==> src/rtl/fpadd_pkg.sv <==
package fpadd_pkg;
    localparam int DEF_EXP_W  = 8;
    localparam int DEF_FRAC_W = 23;

    typedef enum logic {
        OP_ADD = 1'b0,
        OP_SUB = 1'b1
    } eff_op_e;
endpackage

==> src/rtl/fpadd_expdiff.sv <==
module fpadd_expdiff #(
    parameter int EXP_W  = 8,
    parameter int FRAC_W = 23,
    localparam int W      = 1 + EXP_W + FRAC_W,
    localparam int MANT_W = FRAC_W + 1
) (
    input  logic              clk,
    input  logic              rst_n,
    input  logic              in_valid,
    input  logic [W-1:0]      op_a,
    input  logic [W-1:0]      op_b,
    output logic              s1_v,
    output logic              s1_sa,
    output logic              s1_sb,
    output logic [EXP_W-1:0]  s1_ea,
    output logic [EXP_W-1:0]  s1_eb,
    output logic [MANT_W-1:0] s1_ma,
    output logic [MANT_W-1:0] s1_mb,
    output logic [EXP_W:0]    s1_diff
);
    logic [EXP_W:0] diff_c;

    always_comb begin
        diff_c = {1'b0, op_a[W-2:FRAC_W]} - {1'b0, op_b[W-2:FRAC_W]};
    end

    always_ff @(posedge clk or negedge rst_n) begin
        if (!rst_n) begin
            s1_v    <= 1'b0;
            s1_sa   <= 1'b0;
            s1_sb   <= 1'b0;
            s1_ea   <= '0;
            s1_eb   <= '0;
            s1_ma   <= '0;
            s1_mb   <= '0;
            s1_diff <= '0;
        end else begin
            s1_v    <= in_valid;
            s1_sa   <= op_a[W-1];
            s1_sb   <= op_b[W-1];
            s1_ea   <= op_a[W-2:FRAC_W];
            s1_eb   <= op_b[W-2:FRAC_W];
            s1_ma   <= {1'b1, op_a[FRAC_W-1:0]};
            s1_mb   <= {1'b1, op_b[FRAC_W-1:0]};
            s1_diff <= diff_c;
        end
    end
endmodule

==> src/rtl/fpadd_align.sv <==
module fpadd_align #(
    parameter int EXP_W  = 8,
    parameter int FRAC_W = 23,
    localparam int MANT_W = FRAC_W + 1
) (
    input  logic              clk,
    input  logic              rst_n,
    input  logic              s1_v,
    input  logic              s1_sa,
    input  logic              s1_sb,
    input  logic [EXP_W-1:0]  s1_ea,
    input  logic [EXP_W-1:0]  s1_eb,
    input  logic [MANT_W-1:0] s1_ma,
    input  logic [MANT_W-1:0] s1_mb,
    input  logic [EXP_W:0]    s1_diff,
    output logic              s2_v,
    output logic              s2_sbig,
    output logic              s2_ssmall,
    output logic [EXP_W-1:0]  s2_exp,
    output logic [MANT_W-1:0] s2_mbig,
    output logic [MANT_W-1:0] s2_msmall
);
    logic              a_big;
    logic [EXP_W:0]    shamt;
    logic [MANT_W-1:0] m_small_raw;
    logic [MANT_W-1:0] m_small_al;

    always_comb begin
        a_big       = ~s1_diff[EXP_W];
        shamt       = a_big ? s1_diff : (~s1_diff + 1'b1);
        m_small_raw = a_big ? s1_mb : s1_ma;
        if (shamt >= (EXP_W+1)'(MANT_W))
            m_small_al = '0;
        else
            m_small_al = m_small_raw >> shamt;
    end

    always_ff @(posedge clk or negedge rst_n) begin
        if (!rst_n) begin
            s2_v      <= 1'b0;
            s2_sbig   <= 1'b0;
            s2_ssmall <= 1'b0;
            s2_exp    <= '0;
            s2_mbig   <= '0;
            s2_msmall <= '0;
        end else begin
            s2_v      <= s1_v;
            s2_sbig   <= a_big ? s1_sa : s1_sb;
            s2_ssmall <= a_big ? s1_sb : s1_sa;
            s2_exp    <= a_big ? s1_ea : s1_eb;
            s2_mbig   <= a_big ? s1_ma : s1_mb;
            s2_msmall <= m_small_al;
        end
    end
endmodule

==> src/rtl/fpadd_addsub.sv <==
module fpadd_addsub
    import fpadd_pkg::*;
#(
    parameter int EXP_W  = 8,
    parameter int FRAC_W = 23,
    localparam int MANT_W = FRAC_W + 1
) (
    input  logic              clk,
    input  logic              rst_n,
    input  logic              s2_v,
    input  logic              s2_sbig,
    input  logic              s2_ssmall,
    input  logic [EXP_W-1:0]  s2_exp,
    input  logic [MANT_W-1:0] s2_mbig,
    input  logic [MANT_W-1:0] s2_msmall,
    output logic              s3_v,
    output logic              s3_sign,
    output logic [EXP_W-1:0]  s3_exp,
    output logic [MANT_W:0]   s3_sum
);
    eff_op_e         op;
    logic [MANT_W:0] sum_c;
    logic            sign_c;

    always_comb begin
        op     = (s2_sbig == s2_ssmall) ? OP_ADD : OP_SUB;
        sum_c  = '0;
        sign_c = s2_sbig;
        unique case (op)
            OP_ADD: begin
                sum_c  = {1'b0, s2_mbig} + {1'b0, s2_msmall};
                sign_c = s2_sbig;
            end
            OP_SUB: begin
                if (s2_mbig >= s2_msmall) begin
                    sum_c  = {1'b0, s2_mbig} - {1'b0, s2_msmall};
                    sign_c = s2_sbig;
                end else begin
                    sum_c  = {1'b0, s2_msmall} - {1'b0, s2_mbig};
                    sign_c = s2_ssmall;
                end
            end
            default: begin
                sum_c  = '0;
                sign_c = 1'b0;
            end
        endcase
    end

    always_ff @(posedge clk or negedge rst_n) begin
        if (!rst_n) begin
            s3_v    <= 1'b0;
            s3_sign <= 1'b0;
            s3_exp  <= '0;
            s3_sum  <= '0;
        end else begin
            s3_v    <= s2_v;
            s3_sign <= sign_c;
            s3_exp  <= s2_exp;
            s3_sum  <= sum_c;
        end
    end
endmodule

==> src/rtl/fpadd_norm.sv <==
module fpadd_norm #(
    parameter int EXP_W  = 8,
    parameter int FRAC_W = 23,
    localparam int W      = 1 + EXP_W + FRAC_W,
    localparam int MANT_W = FRAC_W + 1,
    localparam int LZ_W   = $clog2(MANT_W + 1)
) (
    input  logic             clk,
    input  logic             rst_n,
    input  logic             s3_v,
    input  logic             s3_sign,
    input  logic [EXP_W-1:0] s3_exp,
    input  logic [MANT_W:0]  s3_sum,
    output logic             out_valid,
    output logic [W-1:0]     out_sum
);
    logic [LZ_W-1:0]   lz;
    logic              found;
    logic [MANT_W-1:0] m_norm;
    logic [EXP_W-1:0]  e_norm;
    logic [W-1:0]      res_c;

    always_comb begin
        lz    = '0;
        found = 1'b0;
        for (int i = MANT_W - 1; i >= 0; i--) begin
            if (!found) begin
                if (s3_sum[i]) found = 1'b1;
                else           lz    = lz + LZ_W'(1);
            end
        end
    end

    always_comb begin
        m_norm = '0;
        e_norm = '0;
        res_c  = '0;
        if (s3_sum == '0) begin
            res_c = '0;
        end else if (s3_sum[MANT_W]) begin
            m_norm = s3_sum[MANT_W:1];
            e_norm = s3_exp + 1'b1;
            res_c  = {s3_sign, e_norm, m_norm[FRAC_W-1:0]};
        end else begin
            m_norm = s3_sum[MANT_W-1:0] << lz;
            e_norm = s3_exp - EXP_W'(lz);
            res_c  = {s3_sign, e_norm, m_norm[FRAC_W-1:0]};
        end
    end

    always_ff @(posedge clk or negedge rst_n) begin
        if (!rst_n) begin
            out_valid <= 1'b0;
            out_sum   <= '0;
        end else begin
            out_valid <= s3_v;
            out_sum   <= res_c;
        end
    end
endmodule

==> src/rtl/fpadd_pipe.sv <==
module fpadd_pipe
    import fpadd_pkg::*;
#(
    parameter int EXP_W  = DEF_EXP_W,
    parameter int FRAC_W = DEF_FRAC_W,
    localparam int W      = 1 + EXP_W + FRAC_W,
    localparam int MANT_W = FRAC_W + 1
) (
    input  logic         clk,
    input  logic         rst_n,
    input  logic         in_valid,
    input  logic [W-1:0] op_a,
    input  logic [W-1:0] op_b,
    output logic         out_valid,
    output logic [W-1:0] out_sum
);
    logic              s1_v, s1_sa, s1_sb;
    logic [EXP_W-1:0]  s1_ea, s1_eb;
    logic [MANT_W-1:0] s1_ma, s1_mb;
    logic [EXP_W:0]    s1_diff;

    logic              s2_v, s2_sbig, s2_ssmall;
    logic [EXP_W-1:0]  s2_exp;
    logic [MANT_W-1:0] s2_mbig, s2_msmall;

    logic              s3_v, s3_sign;
    logic [EXP_W-1:0]  s3_exp;
    logic [MANT_W:0]   s3_sum;

    fpadd_expdiff #(.EXP_W(EXP_W), .FRAC_W(FRAC_W)) u_expdiff (
        .clk(clk), .rst_n(rst_n), .in_valid(in_valid), .op_a(op_a), .op_b(op_b),
        .s1_v(s1_v), .s1_sa(s1_sa), .s1_sb(s1_sb), .s1_ea(s1_ea), .s1_eb(s1_eb),
        .s1_ma(s1_ma), .s1_mb(s1_mb), .s1_diff(s1_diff)
    );

    fpadd_align #(.EXP_W(EXP_W), .FRAC_W(FRAC_W)) u_align (
        .clk(clk), .rst_n(rst_n), .s1_v(s1_v), .s1_sa(s1_sa), .s1_sb(s1_sb),
        .s1_ea(s1_ea), .s1_eb(s1_eb), .s1_ma(s1_ma), .s1_mb(s1_mb), .s1_diff(s1_diff),
        .s2_v(s2_v), .s2_sbig(s2_sbig), .s2_ssmall(s2_ssmall), .s2_exp(s2_exp),
        .s2_mbig(s2_mbig), .s2_msmall(s2_msmall)
    );

    fpadd_addsub #(.EXP_W(EXP_W), .FRAC_W(FRAC_W)) u_addsub (
        .clk(clk), .rst_n(rst_n), .s2_v(s2_v), .s2_sbig(s2_sbig), .s2_ssmall(s2_ssmall),
        .s2_exp(s2_exp), .s2_mbig(s2_mbig), .s2_msmall(s2_msmall),
        .s3_v(s3_v), .s3_sign(s3_sign), .s3_exp(s3_exp), .s3_sum(s3_sum)
    );

    fpadd_norm #(.EXP_W(EXP_W), .FRAC_W(FRAC_W)) u_norm (
        .clk(clk), .rst_n(rst_n), .s3_v(s3_v), .s3_sign(s3_sign), .s3_exp(s3_exp),
        .s3_sum(s3_sum), .out_valid(out_valid), .out_sum(out_sum)
    );
endmodule

==> config.mk <==
export PLATFORM = sky130hd
export DESIGN_NAME = fpadd_pipe
export DESIGN_NICKNAME = d
export VERILOG_FILES = /design/src/rtl/fpadd_pkg.sv /design/src/rtl/fpadd_expdiff.sv /design/src/rtl/fpadd_align.sv /design/src/rtl/fpadd_addsub.sv /design/src/rtl/fpadd_norm.sv /design/src/rtl/fpadd_pipe.sv
export SDC_FILE = /design/constraint.sdc
export NUM_CORES = 1
export LEC_CHECK = 0
export BUFFER_PORTS_ARGS = -buffer_cell sky130_fd_sc_hd__buf_2
export CAP_MARGIN = 0
export CORE_AREA = 2 2 227 229
export CTS_CLUSTER_SIZE = 28
export DETAILED_ROUTE_END_ITERATION = 10
export DIE_AREA = 0 0 229 231
export SETUP_SLACK_MARGIN = 0.05
export SYNTH_ARGS = -nofsm -noshare
export SYNTH_HDL_FRONTEND = slang
export SYNTH_SLANG_ARGS = --single-unit
export TNS_END_PERCENT = 5
==> constraint.sdc <==
create_clock -name clk -period 25 [get_ports clk]
set_clock_uncertainty 0.2 [all_clocks]
set_input_delay 7.5 -clock clk [delete_from_list [all_inputs] [get_ports clk]]
set_output_delay 7.5 -clock clk [all_outputs]
set_load 0.05 [all_outputs]
==> impl_metrics.py <==
metrics = {
    "route": {
        "firstDrtPassIters": 5,
        "wl_per_cell_um": 16.27,
        "drc_errors": 0,
        "wl_um": 39590,
        "ant_nets": 0,
        "via_per_inst": 5.029,
        "num_vias": 12240,
        "drt_iter0_markers": 772,
    },
    "power": {
        "cellPowerDensity_nw_per_um2": 95.24,
        "power.leakage_uw": 0.007653,
        "vdd_drop_max_v": 0.00004771,
    },
    "worst_setup_path": {
        "cp_top_family": "compound AO/OA/AOI/OAI gates",
        "cp_common_cell": "ha_1",
        "cp_max_fo": 20,
        "cp-end-kind": "flop",
        "worstSetupPathType": "flop to flop",
        "max_stage_delay_ns": 0.74,
        "cp_slowest_cell": "and3_1",
        "cp-start-kind": "flop",
        "cp.required_ns": 25.23,
        "cp_data_arrival_time_ns": 14.59,
        "crit_buf_inv": 2,
    },
    "clocking": {
        "htree_levels": 1,
        "cts_tree": "yes",
        "numCtsBuffers": 26,
        "clock-sinks": 202,
        "cts_hold_buf": 0,
        "post_cts_resize_count": 0,
        "cts_buffer_depth": 3,
        "clkTransAtPathRegs_ns": 0.05,
        "post_cts_buffers": 0,
        "insertion_delay_ns": 0.55,
        "clockRootBuffer": "clkbuf_16",
    },
    "finish": {
        "finalNetCount": 1919,
        "fillers": 5287,
        "drive_gt1_share_pct": 14.82,
        "multi_input_area_um2": 9169,
        "synthToLayoutAreaGrowth_pct": 13.89,
        "regArea_um2": 5056,
        "diodes": 0,
    },
    "yosys": {
        "synth_edf_count": 0,
        "ys_seq_area_share_pct": 33.82,
        "async_flop_share_pct": 100.0,
        "ys_seq_elements": 202,
        "yosysMostFrequentCell": "dfrtp_1",
        "synth_area_leaders": "dfrtp_1 34%, ha_1 9.2%, mux2i_1 5.5%",
        "synthDistinctLibCells": 87,
        "syn-num-nets": 1862,
        "synth_largest_area_cell": "dfrtp_1",
        "ys_top_cells_by_count": "202 x dfrtp_1, 170 x nor2_1, 143 x nand2_1, 119 x a21oi_1, 110 x ha_1",
        "synthesis.area_um2": 14950,
        "avgSynthCellArea_um2": 8.898,
        "syn-instance-count": 1680,
        "synthDominantCellAreaShare_pct": 33.82,
        "yosysWarnings": 0,
        "synth-main-ff-cell": "dfrtp_1",
    },
    "sta": {
        "rsz0062_at_grt": "false",
        "setup_violations": 0,
        "tns_ns": 0,
        "maxSlewHeadroom_pct": 29.72,
        "fin_crit_sh_pct": 57.44,
        "tightestPinTransition_ns": 1.047,
        "setup_ws_ns": 10.64,
        "fmax_mhz": 69.64,
        "slew_violations": 0,
        "finalHoldViolations": 0,
        "finalCriticalPeriod_ns": 14.36,
        "whs_ns": 0.1464,
    },
    "floorplan": {
        "pin_count": 100,
        "die_x_um": 229,
        "die-area_um2": 52900,
        "fp-row-count": 83,
        "core-area_um2": 50680,
        "initial_core_util_pct": 29.50,
        "die_height_um": 231,
    },
    "global_routing": {
        "grt_usage_pct": 14.83,
        "grt_max_degree": 75,
        "grt_overflow_total": 0,
        "antenna_found_initial": 1,
        "first_global_vias": 12400,
        "grt_pass1_wl_um": 65000,
    },
    "placement": {
        "place_ws_ns": 10.85,
        "port_buffers": 99,
        "place_hpwl_um": 30520,
        "gp_congestion": 0.9403,
    },
    "run": {
        "drv_cap": 0,
    },
    "worst_hold_path": {
        "hold_class": "flop to flop",
    },
    "outcome": {
        "status": "finished clean",
    },
}
-- cells in the final DEF, fill, tap and decap left out, drive strengths merged, types with 10 or more instances in the layout --
| cell type | netlist | final |
|---|---|---|
| a211oi | 18 | 18 |
| a21o | 35 | 35 |
| a21oi | 119 | 119 |
| a22oi | 10 | 10 |
| a31oi | 12 | 12 |
| and2 | 11 | 11 |
| buf | 13 | 114 |
| clkbuf | 73 | 35 |
| dfrtp | 202 | 202 |
| ha | 110 | 110 |
| inv | 110 | 112 |
| mux2 | 67 | 67 |
| mux2i | 84 | 84 |
| nand2 | 144 | 144 |
| nand2b | 18 | 18 |
| nand3 | 34 | 34 |
| nand4 | 11 | 11 |
| nor2 | 170 | 170 |
| nor2b | 23 | 23 |
| nor3 | 32 | 32 |
| o211ai | 22 | 22 |
| o21a | 10 | 10 |
| o21ai | 96 | 96 |
| o21bai | 24 | 24 |
| o31ai | 11 | 11 |
| or3 | 13 | 13 |
| xnor2 | 50 | 50 |
| xor2 | 28 | 28 |
-- final timing paths --
path / startpoint / endpoint / slack, ns / cells after the start
min in group asynchronous: rst_n / u_expdiff.s1_ma[19]$_DFF_PN0_ / 6.76 / 1
min: u_expdiff.s1_v$_DFF_PN0_ / u_align.s2_v$_DFF_PN0_ / 0.15 / 0
max: u_addsub.s3_sum[23]$_DFF_PN0_ / u_norm.out_sum[30]$_DFF_PN0_ / 10.64 / 67
max in group asynchronous: rst_n / u_expdiff.s1_diff[8]$_DFF_PN0_ / 16.56 / 2
max reg2reg: u_addsub.s3_sum[23]$_DFF_PN0_ / u_norm.out_sum[30]$_DFF_PN0_ / 10.64 / 67
min reg2reg: u_expdiff.s1_v$_DFF_PN0_ / u_align.s2_v$_DFF_PN0_ / 0.15 / 0
-- cells by family after synthesis --
kind of cell / Yosys count / share of synthesized area, %
flops: 202 / 33.82
buf+inv: 199 / 5.114
mux: 154 / 11.26
simple gates: 493 / 15.24
compound gates: 426 / 18.31
fa+ha+maj: 120 / 10.22
xor+xnor: 85 / 6.018
other cells: 1 / 0.02509
-- per-stage QoR --
step                      power (uW)  util (%)  cells  instance area, um2
after floorplan                 1027         -   1680               14950
after global placement          1223     31.82   2389               16120
after detailed placement        1229     31.82   2389               16120
after CTS                       1633     33.59   2434               17030
after global routing            1735     33.59   2434               17030
final                           1622     33.59   2434               17030
-- where the power goes --
group / total, uW / internal [uW] / switching [uW]
Combinational: 766 / 283 / 483
Clock: 391 / 247 / 144
Sequential: 465 / 388 / 77.6
-- final cells by class --
type,count,share of cell area [%]
repair buffers,115,3.667
inverters,113,2.491
well taps,680,4.997
clock inverters,11,0.9921
multi-input cells,1279,53.85
clock buffers,34,4.299
flip-flops and latches,202,29.70
-- flip-flops by register name, indices dropped and copies added, names as in the netlist --
register	count
u_align.s2_v	1
u_expdiff.s1_sa	1
u_norm.out_valid	1
u_expdiff.s1_mb	23
u_align.s2_mbig	24
u_align.s2_msmall	24
u_align.s2_sbig	1
u_addsub.s3_sum	25
u_addsub.s3_sign	1
u_expdiff.s1_eb	8
u_align.s2_ssmall	1
u_expdiff.s1_sb	1
u_expdiff.s1_ea	8
u_expdiff.s1_ma	24
u_addsub.s3_exp	8
u_addsub.s3_v	1
u_expdiff.s1_diff	9
u_expdiff.s1_v	1
u_align.s2_exp	8
u_norm.out_sum	32
-- routing by layer --
| layer | routed length, um | global-route usage (%) | vias to the layer above |
|---|---|---|---|
| met4 | 1140 | 5.195 | 2 |
| li1 | - | - | 6008 |
| met1 | 18020 | 19.41 | 5812 |
| met2 | 18740 | 25.14 | 338 |
| met5 | 13 | 0 | - |
| met3 | 1677 | 1.890 | 81 |
No activity file was read; power rests on OpenSTA's default activity.
